### src/rtl/rtc_div_pkg.sv
package rtc_div_pkg;

  typedef enum logic [2:0] {
    SRC_4M   = 3'd0,
    SRC_1M   = 3'd1,
    SRC_32K  = 3'd2,
    SRC_HOLD = 3'd3,
    SRC_TEST = 3'd4
  } div_src_e;

  // Map the 3-bit mode field onto the divider behaviour.
  function automatic div_src_e decode_mode(input logic [2:0] code);
    case (code)
      3'b000:        return SRC_4M;
      3'b001:        return SRC_1M;
      3'b010:        return SRC_32K;
      3'b110, 3'b111: return SRC_HOLD;
      default:       return SRC_TEST;
    endcase
  endfunction

endpackage

### src/rtl/rtc_div_ctrl.sv
module rtc_div_ctrl #(
  parameter int        MODE_W  = 3,
  parameter int        RATE_W  = 4,
  parameter logic [6:0] RST_VAL = 7'h60
) (
  input  logic              clk,
  input  logic              rst,
  input  logic              wr_en,
  input  logic [7:0]        wr_data,
  output logic [MODE_W-1:0] mode,
  output logic [RATE_W-1:0] rate
);

  localparam int STORE_W = MODE_W + RATE_W;

  logic [STORE_W-1:0] store_q;

  // Bit 7 of the write data is not stored: the status bit is read-only.
  always_ff @(posedge clk) begin
    if (rst)        store_q <= RST_VAL[STORE_W-1:0];
    else if (wr_en) store_q <= wr_data[STORE_W-1:0];
  end

  assign mode = store_q[STORE_W-1:RATE_W];
  assign rate = store_q[RATE_W-1:0];

endmodule

### src/rtl/rtc_div_chain.sv
module rtc_div_chain
  import rtc_div_pkg::*;
#(
  parameter int DIV_W     = 15,
  parameter int UIP_LEAD  = 8,
  parameter int UPD_TICKS = 65
) (
  input  logic             clk,
  input  logic             rst,
  input  logic             ref_en,
  input  div_src_e         src,
  output logic             adv,
  output logic             clr,
  output logic [DIV_W-1:0] cnt_nxt,
  output logic             sec_tick,
  output logic             uip
);

  localparam logic [DIV_W-1:0] CNT_MAX   = {DIV_W{1'b1}};
  localparam logic [DIV_W-1:0] HALF      = DIV_W'(1) << (DIV_W - 1);
  localparam logic [DIV_W-1:0] UIP_START = CNT_MAX - DIV_W'(UIP_LEAD - 1);
  localparam logic [DIV_W-1:0] UPD_LIM   = DIV_W'(UPD_TICKS);

  logic [DIV_W-1:0] cnt_q;

  assign clr = (src == SRC_HOLD);
  assign adv = (src == SRC_32K) && ref_en;

  always_comb begin
    if (clr)      cnt_nxt = HALF;
    else if (adv) cnt_nxt = cnt_q + DIV_W'(1);
    else          cnt_nxt = cnt_q;
  end

  always_ff @(posedge clk) begin
    if (rst) begin
      cnt_q    <= HALF;
      sec_tick <= 1'b0;
      uip      <= 1'b0;
    end else begin
      cnt_q    <= cnt_nxt;
      sec_tick <= adv && (cnt_q == CNT_MAX);
      uip      <= (cnt_nxt >= UIP_START) || (cnt_nxt < UPD_LIM);
    end
  end

endmodule

### src/rtl/rtc_div_rate.sv
module rtc_div_rate #(
  parameter int DIV_W  = 15,
  parameter int RATE_W = 4
) (
  input  logic              clk,
  input  logic              rst,
  input  logic [RATE_W-1:0] rate,
  input  logic              adv,
  input  logic              clr,
  input  logic [DIV_W-1:0]  cnt_nxt,
  input  logic              sqw_en,
  output logic              pe_pulse,
  output logic              sqw_out
);

  localparam logic [RATE_W-1:0] RATE_OFF = '0;
  localparam logic [RATE_W-1:0] RATE_TOP = RATE_W'(1);

  logic [DIV_W-1:0] mask;
  logic [DIV_W-1:0] shifted;
  logic             hit;
  logic             tgl_q, tgl_nxt;
  logic             sq_bit;

  // Low (n-1) bits of the next count are zero once per 2^(n-1) ticks.
  always_comb begin
    if (rate == RATE_OFF) mask = '0;
    else                  mask = (DIV_W'(1) << (rate - RATE_W'(1))) - DIV_W'(1);
  end

  assign hit = adv && (rate != RATE_OFF) && ((cnt_nxt & mask) == '0);

  always_comb begin
    if (clr)      tgl_nxt = 1'b0;
    else if (adv) tgl_nxt = ~tgl_q;
    else          tgl_nxt = tgl_q;
  end

  assign shifted = cnt_nxt >> (rate - RATE_W'(2));
  assign sq_bit  = (rate == RATE_TOP) ? tgl_nxt : shifted[0];

  always_ff @(posedge clk) begin
    if (rst) begin
      tgl_q    <= 1'b0;
      pe_pulse <= 1'b0;
      sqw_out  <= 1'b0;
    end else begin
      tgl_q    <= tgl_nxt;
      pe_pulse <= hit;
      sqw_out  <= sqw_en && (rate != RATE_OFF) && sq_bit;
    end
  end

endmodule

### src/rtl/rtc_prescaler.sv
module rtc_prescaler
  import rtc_div_pkg::*;
#(
  parameter int DIV_W     = 15,
  parameter int UIP_LEAD  = 8,
  parameter int UPD_TICKS = 65
) (
  input  logic       clk,
  input  logic       rst,
  input  logic       ref_en,
  input  logic       wr_en,
  input  logic [7:0] wr_data,
  input  logic       sqw_en,
  output logic [7:0] reg_rdata,
  output logic       sec_tick,
  output logic       pe_pulse,
  output logic       sqw_out,
  output logic       uip
);

  localparam int MODE_W = 3;
  localparam int RATE_W = 4;

  logic [MODE_W-1:0] mode;
  logic [RATE_W-1:0] rate;
  div_src_e          src;
  logic              adv, clr;
  logic [DIV_W-1:0]  cnt_nxt;

  rtc_div_ctrl #(.MODE_W(MODE_W), .RATE_W(RATE_W), .RST_VAL(7'h60)) u_ctrl (
    .clk(clk), .rst(rst), .wr_en(wr_en), .wr_data(wr_data),
    .mode(mode), .rate(rate)
  );

  assign src = decode_mode(mode);

  rtc_div_chain #(.DIV_W(DIV_W), .UIP_LEAD(UIP_LEAD), .UPD_TICKS(UPD_TICKS)) u_chain (
    .clk(clk), .rst(rst), .ref_en(ref_en), .src(src),
    .adv(adv), .clr(clr), .cnt_nxt(cnt_nxt),
    .sec_tick(sec_tick), .uip(uip)
  );

  rtc_div_rate #(.DIV_W(DIV_W), .RATE_W(RATE_W)) u_rate (
    .clk(clk), .rst(rst), .rate(rate), .adv(adv), .clr(clr),
    .cnt_nxt(cnt_nxt), .sqw_en(sqw_en),
    .pe_pulse(pe_pulse), .sqw_out(sqw_out)
  );

  assign reg_rdata = {uip, mode, rate};

endmodule

### config.mk
export PLATFORM = sky130hd
export DESIGN_NAME = rtc_prescaler
export DESIGN_NICKNAME = d
export VERILOG_FILES = /design/src/rtl/rtc_div_pkg.sv /design/src/rtl/rtc_div_ctrl.sv /design/src/rtl/rtc_div_chain.sv /design/src/rtl/rtc_div_rate.sv /design/src/rtl/rtc_prescaler.sv
export SDC_FILE = /design/constraint.sdc
export NUM_CORES = 1
export LEC_CHECK = 0
export BUFFER_PORTS_ARGS = -buffer_cell sky130_fd_sc_hd__buf_2
export CORE_MARGIN = 1
export CORE_UTILIZATION = 62
export DETAILED_ROUTE_END_ITERATION = 16
export PLACE_DENSITY = 0.93
export SYNTH_ARGS = -nofsm -noshare
export SYNTH_HDL_FRONTEND = slang
export SYNTH_HIERARCHICAL = 1
export SYNTH_SLANG_ARGS = --single-unit
### constraint.sdc
create_clock -name clk -period 5.4 [get_ports clk]
set_clock_uncertainty 0.15 [all_clocks]
set_input_delay 0.54 -clock clk [delete_from_list [all_inputs] [get_ports clk]]
set_output_delay 0.54 -clock clk [all_outputs]
set_load 0.02 [all_outputs]
==> results by group, run 1 <==
Floorplanning
  – Die Y-Extent: roughly 60 um
  – Die X: between 60 and 70 um
  – Starting density of the core: around two thirds
  – Number of core rows: 20
  – Area of the core: about 3200 um^2
  – Die Area: 3657 um^2
  – Ports: 25

Worst setup path
  – Worst EP required: approximately 5.5 ns
  – Flop2flop setup slack: approximately 1.5 ns
  – Crit Path Max Fanout: 18
  – Reg2reg end: u_rate/pe_pulse$_SDFF_PP0_
  – R2R depth: 12
  – Setup crit start: u_ctrl/store_q[2]$_SDFFE_PP0P_
  – CP Data Arrival Time: 4.05 ns
  – Crit. End Element: flop
  – Type of the worst setup path: flop to flop
  – Critical Path Start Type: flop
  – CP Capture Point: u_rate/pe_pulse$_SDFF_PP0_
  – Worst r2r src: u_ctrl/store_q[2]$_SDFFE_PP0P_

Finish
  – Fin nets: roughly 290
  – Final instance area: 2212 um^2
  – Layout cells sized above 1: between 10% and 20%
  – Non-Filler Instances: approximately 320
  – Ant. Diodes: 0
  – Syn-to-layout area delta: 4.368%
  – Final Util: ~70%
  – Filler cell count: 291

Synthesis
  – Synth top area cells: dfxtp_1, nor2_1, xnor2_1
  – Number of flops mapped to enable cells by yosys: 0
  – Dominant cell by count in the synthesized netlist: nor2_1
  – Post-synth top area share: 25.50%
  – Top FF cell, synth: dfxtp_1
  – Synth area leader: dfxtp_1
  – YS warnings: 6
  – Unique cell type count in the Yosys netlist: 60
  – Mapped cell area: 2120 um^2
  – Post-synth ARST share: 0%
  – Syn Area/Cell: between 7 and 8 um^2
  – #FFs+latches synth: 27
  – Seq/Total Area, Yosys: 25.50%
  – Synth top cells by count: nor2_1, dfxtp_1, nand2_1
  – Cells after synthesis: 265
  – Syn nets: between 200 and 300

Drt
  – Via/cell ratio: roughly 6.3
  – Post-DRT Antenna Nets: 0
  – Routed vias: 2013
  – DRC: 0
  – Initial DRC Count: around 200
  – Final wirelength: between 4 and 5 mm
  – WL/cell: around 15 um
  – TritonRoute pass-1 iters: 4

Placement
  – Number of I/O port buffers: 23
  – GPL Wtd Cong: between 0.9 and 1
  – Post-detail-place hpwl: approximately 3.5 mm
  – Placed Area: roughly 2200 um^2
  – Inst Count DP: between 300 and 400
  – Post-Place Setup Slack: between 1.5 and 2 ns

STA
  – Setup tns final: 0 ns
  – Max Slew Vio Count: 0
  – Final setup margin: about 1.5 ns
  – WHS: between 0.2 and 0.3 ns
  – Min Clock Period, post-route: 3.908 ns
  – Finish-stage setup viols: 0
  – Final period util: between 70 and 80%
  – Final Hold Fails: 0
  – Slew @ Worst Pin: approximately 0.8 ns
  – Fmax: roughly 0.26 GHz
  – Relative slew slack: between 40% and 50%
  – RSZ-0062 raised after global routing: no

Clock tree
  – Hold-fix buffer count after cts: 0
  – Root Driver: clkbuf_4
  – Post-CTS setup repair buffer count: 0
  – # resized after CTS: 0
  – Num CTS Buffers: 3
  – Clk sinks: 27
  – CTS tree: yes
  – Clk buf depth: 2
  – Reg clk slew, reported paths: about 0.15 ns
  – Number of H-tree levels: 1
  – Clk_lat worst skew: between 0.3 and 0.4 ns

Hold path
  – Worst hold path type: input port to flop
  – Hold depth: 2

Power
  – Psw: around 0.13 mW
  – Seq pwr share: a little over half
  – Overall power: 0.4056 mW
  – Pwr Density: ~180 nW/um^2
  – Combinational power share: 25.1%
  – Clk pwr share: between 20% and 30%
  – Sw frac: between 30% and 40%
  – Int Pwr: around 0.27 mW
  – Maximum VDD drop: about 150 uV
  – Pleak: approximately 0.87 nW

Global route
  – Global-route wire length before repair: just under 8 mm
  – Congestion Overflow GR: 0
  – Vias in the first global route: between 1500 and 2000
  – Initial antenna violation count: 0
  – Gr usage total: about 28%
  – Largest net degree at the start of global routing: 25

Outcome
  – Status: finished, final reports clean

Flow run
  – Max Cap Viol: 0
==> layout by cell type (no fill, tap or decap), types with 2 or more instances in the layout <==
| cell | instances |
|---|---|
| and4_1 | 2 |
| buf_2 | 23 |
| xor2_1 | 10 |
| nand4_1 | 3 |
| o211ai_1 | 2 |
| a21o_1 | 2 |
| mux2i_1 | 8 |
| a211o_1 | 2 |
| dfxtp_1 | 27 |
| o21a_1 | 2 |
| a21oi_1 | 8 |
| xnor2_1 | 11 |
| ha_1 | 4 |
| nor3_1 | 10 |
| nor4_1 | 3 |
| a31oi_1 | 4 |
| o22ai_1 | 3 |
| or3_1 | 2 |
| nor4_2 | 2 |
| nor2b_1 | 8 |
| nand2_1 | 21 |
| inv_1 | 6 |
| nand2b_1 | 7 |
| nor2_1 | 36 |
| clkbuf_4 | 3 |
| nor4b_1 | 4 |
| o21ai_0 | 6 |
| a2111oi_0 | 2 |
| nand3_1 | 13 |
| mux4_2 | 3 |
| nor3b_1 | 6 |
| nand3b_1 | 4 |
==> cell type report <==
class                   instances  area (um^2)  area share [%]
repair buffers                 24        122.6           5.543
inverters                       7        26.28           1.188
flip-flops and latches         27        540.5           24.43
clock buffers                   3        22.52           1.018
clock inverters                 1        5.005          0.2262
multi-input cells             212         1440           65.10
well taps                      44        55.05           2.489
==> cells by family (layout without fill, tap and decap cells) <==
kind of cell	Yosys count	count (layout)	synth area share, %
AO/OA/AOI/OAI	45	45	15.53
XOR/XNOR	22	22	9.445
adder cells (fa/ha/maj)	4	4	2.361
buffers and inverters	26	35	6.552
flip-flops	27	27	25.50
multiplexers	12	12	7.497
AND/OR/NAND/NOR	129	129	33.12
==> power groups by stage <==
stage / registers [mW] / clock network (mW) / logic, mW
global route: 0.216 / 0.104 / 0.110
detailed placement: 0.219 / 0 / 0.0998
floorplan: 0.218 / 0 / 0.0793
finish: 0.214 / 0.0896 / 0.102
global placement: 0.218 / 0 / 0.0968
CTS: 0.214 / 0.0949 / 0.100
==> worst min-delay path by stage <==
stage | startpoint | end
after detailed placement | u_chain/cnt_q[14]$_SDFF_PP1_ | u_chain/sec_tick$_SDFF_PP0_
after global routing | wr_data[6] | u_ctrl/store_q[6]$_SDFFE_PP1P_
after global placement | u_chain/cnt_q[14]$_SDFF_PP1_ | u_chain/sec_tick$_SDFF_PP0_
after CTS | wr_data[6] | u_ctrl/store_q[6]$_SDFFE_PP1P_
final | wr_data[6] | u_ctrl/store_q[6]$_SDFFE_PP1P_
after floorplan | u_chain/cnt_q[14]$_SDFF_PP1_ | u_chain/sec_tick$_SDFF_PP0_
==> flip-flops by register name, summed over array words and instances (netlist names) <==
signal,count
u_chain/cnt_q,15
u_ctrl/store_q,7
u_chain/sec_tick,1
u_chain/uip,1
u_rate/pe_pulse,1
u_rate/sqw_out,1
u_rate/tgl_q,1
==> critical path, cell delays in order (launching register included) <==
cell and delay [ns]:
dfxtp_1 0.74, inv_1 0.28, ha_1 0.35, a21boi_4 0.19, xnor2_1 0.38, nand2_1 0.13, ha_1 0.39, nand2b_1 0.20
nor3_1 0.09, nor4b_1 0.34, nand3_1 0.19, a311oi_1 0.26, and3_1 0.17
==> metal layers <==
layer  part of all wire (%)  vias up  wire length (um)  GRT usage [%]
li1                       -      957                 -              -
met1                     44      955              2099          37.98
met2                     48       95              2304          45.84
met3                    7.4        6               353          3.625
met4                   0.90        0                43          8.766
met5                      0        -                 0              0
No activity file was read; power rests on OpenSTA's default activity.
==> inputs of run 2 (changes only) <==
Settings changed: CORE_UTILIZATION 62 to 58, PLACE_DENSITY 0.93 to 0.88.
Clock period 5.4 ns to 4 ns, I/O delays scaled along.
==> results by group, run 2 (synthesis gave the netlist of run 1 again) <==
Outcome
  – Status: finished, final reports clean

Finish
  – Syn-to-layout area delta: 5.844%
  – Ant. Diodes: 0
  – Most frequent cells in the layout: nor2_1, dfxtp_1, buf_2
  – Regs by FF count: u_chain/cnt_q x15, u_ctrl/store_q x7
  – Non-Filler Instances: about 320
  – Commonest non-fill, non-tap cell in the layout: nor2_1
  – Largest Register: u_chain/cnt_q
  – Fin nets: 296
  – Filler cell count: between 200 and 300
  – Final Util: approximately 66%
  – Layout cells sized above 1: 16.19%
  – Max reg flops: 15

Clock tree
  – Post-CTS setup repair buffer count: 0
  – Clk sinks: 27
  – CTS tree: yes
  – Hold-fix buffer count after cts: 0
  – # resized after CTS: 0
  – Root Driver: clkbuf_4
  – Reg clk slew, reported paths: about 0.15 ns
  – Num CTS Buffers: 3
  – Clk buf depth: 2
  – Clk_lat worst skew: 0.32 ns
  – Number of H-tree levels: 1

Global route
  – GR Layer Usage met1: between 30% and 40%
  – Met2 Use GR: roughly 44%
  – GR Util met3: 5.657%
  – Vias in the first global route: roughly 1900
  – Congestion Overflow GR: 0
  – Global-route wire length before repair: around 8.3 mm
  – GR peak layer: met2
  – Largest net degree at the start of global routing: 24
  – Initial antenna violation count: 0
  – Gr usage total: a little over a quarter

Power
  – Overall power: 0.5498 mW
  – Pwr Density: ~250 nW/um^2
  – Pleak: just under 0.9 nW
  – Maximum VDD drop: ~190 uV

Drt
  – Via/cell ratio: 6.238
  – Routed vias: 2021
  – WL/cell: about 15 um
  – Post-DRT Antenna Nets: 0
  – Initial DRC Count: roughly 160
  – Final wirelength: ~4.7 mm
  – TritonRoute pass-1 iters: 6
  – DRC: 0

Floorplanning
  – Starting density of the core: 62.05%
  – Area of the core: around 3400 um^2
  – Number of core rows: 21
  – Die Area: 3900 um^2
  – Die Y-Extent: approximately 62 um
  – Ports: 25
  – Die X: 62.45 um

STA
  – Relative slew slack: between 60% and 70%
  – Max Slew Vio Count: 0
  – Setup tns final: 0 ns
  – Final setup margin: about 0.57 ns
  – Min Clock Period, post-route: approximately 3.4 ns
  – Finish-stage setup viols: 0
  – Slew @ Worst Pin: ~0.55 ns
  – Final period util: around 86%
  – Fmax: 0.2913 GHz
  – RSZ-0062 raised after global routing: no
  – Final Hold Fails: 0

Placement
  – Post-Place Setup Slack: ~0.65 ns
  – Post-detail-place hpwl: 3.469 mm
  – Inst Count DP: 320
  – Number of I/O port buffers: 23
  – GPL Wtd Cong: roughly 0.97

Worst setup path
  – CP Data Arrival Time: 3.52 ns
  – Critical Path Start Type: flop
  – Type of the worst setup path: flop to flop
  – Crit Path Max Fanout: 6
  – Worst EP required: between 4 and 5 ns
  – Crit. End Element: flop

Flow run
  – Max Cap Viol: 0

Hold path
  – Worst hold path type: input port to flop
==> run 2: worst max-delay path: stages (launching register included) <==
cell and delay [ns]:
dfxtp_1 0.44, inv_1 0.08, a21boi_1 0.27, nand4bb_1 0.27, nor4_2 0.56, xor2_1 0.19
nand2_1 0.15, inv_1 0.23, nand2_1 0.07, a2111oi_0 0.45, nor2_1 0.11, nand3_1 0.12
a311oi_1 0.06, and3_1 0.18
==> run 2: where the power goes <==
part           switching, mW  internal (mW)  leakage, nW
sequential           0.00923          0.276        0.219
clock                 0.0798         0.0390       0.0150
combinational         0.0874         0.0589        0.653
total                  0.176          0.373        0.887
==> run 2: cell type report <==
| type | count | area [um^2] | area share, % |
|---|---|---|---|
| Multi-Input combinational cell | 212 | 1440 | 64.19 |
| Sequential cell | 27 | 540.5 | 24.09 |
| Timing Repair Buffer | 28 | 152.6 | 6.804 |
| Tap cell | 46 | 57.56 | 2.566 |
| Clock buffer | 4 | 26.28 | 1.171 |
| Inverter | 7 | 26.28 | 1.171 |
==> run 2: through the flow <==
stage	cell area (um^2)	hold WS [ns]
6_report	2243	0.1362
5_1_grt	2243	0.1195
4_1_cts	2243	0.1285
3_5_place_dp	2217	0.3406
3_3_place_gp	2217	0.3237
2_1_floorplan	2120	0.3190
==> run 2: per-layer routing <==
layer  share of wire, %  routed length (um)
met1                 42                1964
met2                 48                2267
met3                8.5                 398
met4                1.6                  74
met5                  0                   0
==> run 2: final timing paths <==
| path | startpoint | end | slack [ns] | depth (start not counted) |
|---|---|---|---|---|
| max reg2reg | u_ctrl/store_q[6]$_SDFFE_PP1P_ | u_rate/pe_pulse$_SDFF_PP0_ | 0.57 | 13 |
| min reg2reg | u_chain/cnt_q[14]$_SDFF_PP1_ | u_chain/sec_tick$_SDFF_PP0_ | 0.35 | 1 |
| max | u_ctrl/store_q[6]$_SDFFE_PP1P_ | u_rate/pe_pulse$_SDFF_PP0_ | 0.57 | 13 |
| min | wr_data[6] | u_ctrl/store_q[6]$_SDFFE_PP1P_ | 0.14 | 2 |
==> inputs of run 3 (changes only) <==
Settings changed: PLACE_DENSITY 0.88 to 0.79.
==> results by group, run 3 (synthesis gave the netlist of run 1 again) <==
Global route
  – Vias in the first global route: between 1500 and 2000
  – Global-route wire length before repair: ~8.1 mm
  – Initial antenna violation count: 0
  – GR Layer Usage met1: ~37%
  – Largest net degree at the start of global routing: 24
  – GR Util met3: roughly 2.4%
  – GR peak layer: met2
  – Congestion Overflow GR: 0
  – Met2 Use GR: a little over 40%
  – Gr usage total: between 20% and 30%

Drt
  – TritonRoute pass-1 iters: 4
  – Via/cell ratio: 6.074
  – Initial DRC Count: approximately 200
  – Final wirelength: about 4.7 mm
  – DRC: 0
  – WL/cell: approximately 15 um
  – Routed vias: 1968
  – Post-DRT Antenna Nets: 0

Power
  – Pleak: 0.8901 nW
  – Int Pwr: between 0.3 and 0.4 mW
  – Psw: around 0.18 mW
  – Maximum VDD drop: 146.9 uV
  – Overall power: between 0.5 and 0.6 mW
  – Clk pwr share: 21.8%
  – Sw frac: 32.51%
  – Pwr Density: around 250 nW/um^2
  – Combinational power share: a little over a quarter
  – Seq pwr share: 51.7%

Floorplanning
  – Die Y-Extent: approximately 62 um
  – Die Area: 3900 um^2
  – Starting density of the core: 62.05%
  – Number of core rows: 21
  – Area of the core: around 3400 um^2
  – Die X: 62.45 um
  – Ports: 25

Worst setup path
  – Crit. End Element: flop
  – Critical Path Start Type: flop
  – Crit Path Max Fanout: 6
  – CP Data Arrival Time: 3.48 ns
  – Setup crit start: u_ctrl/store_q[6]$_SDFFE_PP1P_
  – Type of the worst setup path: flop to flop
  – Worst EP required: ~4.1 ns
  – Worst r2r src: u_ctrl/store_q[6]$_SDFFE_PP1P_

Finish
  – Max reg flops: 15
  – Largest Register: u_chain/cnt_q
  – Most frequent cells in the layout: nor2_1, dfxtp_1, buf_2
  – Fin nets: a little under 300
  – Filler cell count: 318
  – Regs by FF count: u_chain/cnt_q x15, u_ctrl/store_q x7
  – Ant. Diodes: 0
  – Syn-to-layout area delta: 5.903%
  – Commonest non-fill, non-tap cell in the layout: nor2_1
  – Register Area: approximately 540 um^2
  – Layout cells sized above 1: 16.55%
  – Area of the multi-input gates: 1440 um^2

STA
  – Max Slew Vio Count: 0
  – Relative slew slack: about three fifths
  – Setup tns final: 0 ns
  – RSZ-0062 raised after global routing: no
  – Final period util: a little over four fifths
  – Finish-stage setup viols: 0
  – Fmax: between 0.2 and 0.3 GHz
  – Slew @ Worst Pin: about 0.57 ns
  – Final Hold Fails: 0
  – Min Clock Period, post-route: roughly 3.4 ns

Clock tree
  – Root Driver: clkbuf_4
  – Clk_lat worst skew: around 0.33 ns
  – Clk sinks: 27
  – Number of H-tree levels: 1
  – Clk buf depth: 2
  – Num CTS Buffers: 3
  – CTS tree: yes
  – Reg clk slew, reported paths: about 0.15 ns
  – Hold-fix buffer count after cts: 0
  – Post-CTS setup repair buffer count: 0
  – # resized after CTS: 0

Hold path
  – Critical hold path startpoint: wr_data[5]
  – Worst hold path type: input port to flop

Outcome
  – Status: finished, final reports clean

Placement
  – Number of I/O port buffers: 23
  – Post-detail-place hpwl: between 3 and 4 mm
  – GPL Wtd Cong: 0.9106

Flow run
  – Max Cap Viol: 0
==> run 3: per-layer routing <==
layer  up-vias  wire length, um
met3         4              236
met5         -                0
li1        978                -
met2        63             2211
met1       923             2254
met4         0               25
==> run 3: per-stage QoR <==
stage / hold WS [ns] / std cells / utilization (%) / setup slack, ns / area (um^2)
floorplan: 0.3190 / 265 / - / 0.9835 / 2120
global placement: 0.3290 / 320 / 64.91 / 0.6726 / 2217
detailed placement: 0.3390 / 320 / 64.91 / 0.6618 / 2217
CTS: 0.1130 / 324 / 65.71 / 0.6283 / 2245
global route: 0.1064 / 324 / 65.71 / 0.2925 / 2245
finish: 0.1203 / 324 / 65.71 / 0.6080 / 2245
==> run 3: worst paths after layout <==
path | to | slack (ns) | depth (start not counted)
setup reg to reg | u_rate/pe_pulse$_SDFF_PP0_ | 0.61 | 13
setup / recovery | u_rate/pe_pulse$_SDFF_PP0_ | 0.61 | 13
hold / removal | u_ctrl/store_q[5]$_SDFFE_PP1P_ | 0.12 | 2
hold reg to reg | u_chain/sec_tick$_SDFF_PP0_ | 0.36 | 1
==> run 3: area by class of cell <==
class | count | area share [%]
sequential | 27 | 24.08
multi-input combinational | 212 | 64.16
clock inverter | 1 | 0.2230
timing repair buffer | 28 | 6.800
clock buffer | 3 | 1.003
tap | 46 | 2.564
inverter | 7 | 1.171
==> run 3: critical path: stages (launching register included) <==
cell       delay [ns]
dfxtp_1          0.44
inv_1            0.08
a21boi_1         0.25
nand4bb_1        0.29
nor4_2           0.55
xor2_1           0.19
nand2_1          0.14
inv_1            0.22
nand2_1          0.07
a2111oi_0        0.46
nor2_1           0.11
nand3_1          0.11
a311oi_1         0.06
and3_1           0.18
==> run 3: power by group through the flow <==
stage               registers, mW  logic (mW)  clock network [mW]
floorplan                   0.294       0.107                   0
global placement            0.290       0.142                   0
detailed placement          0.291       0.144                   0
CTS                         0.285       0.145               0.126
global route                0.286       0.162               0.136
finish                      0.285       0.146               0.120
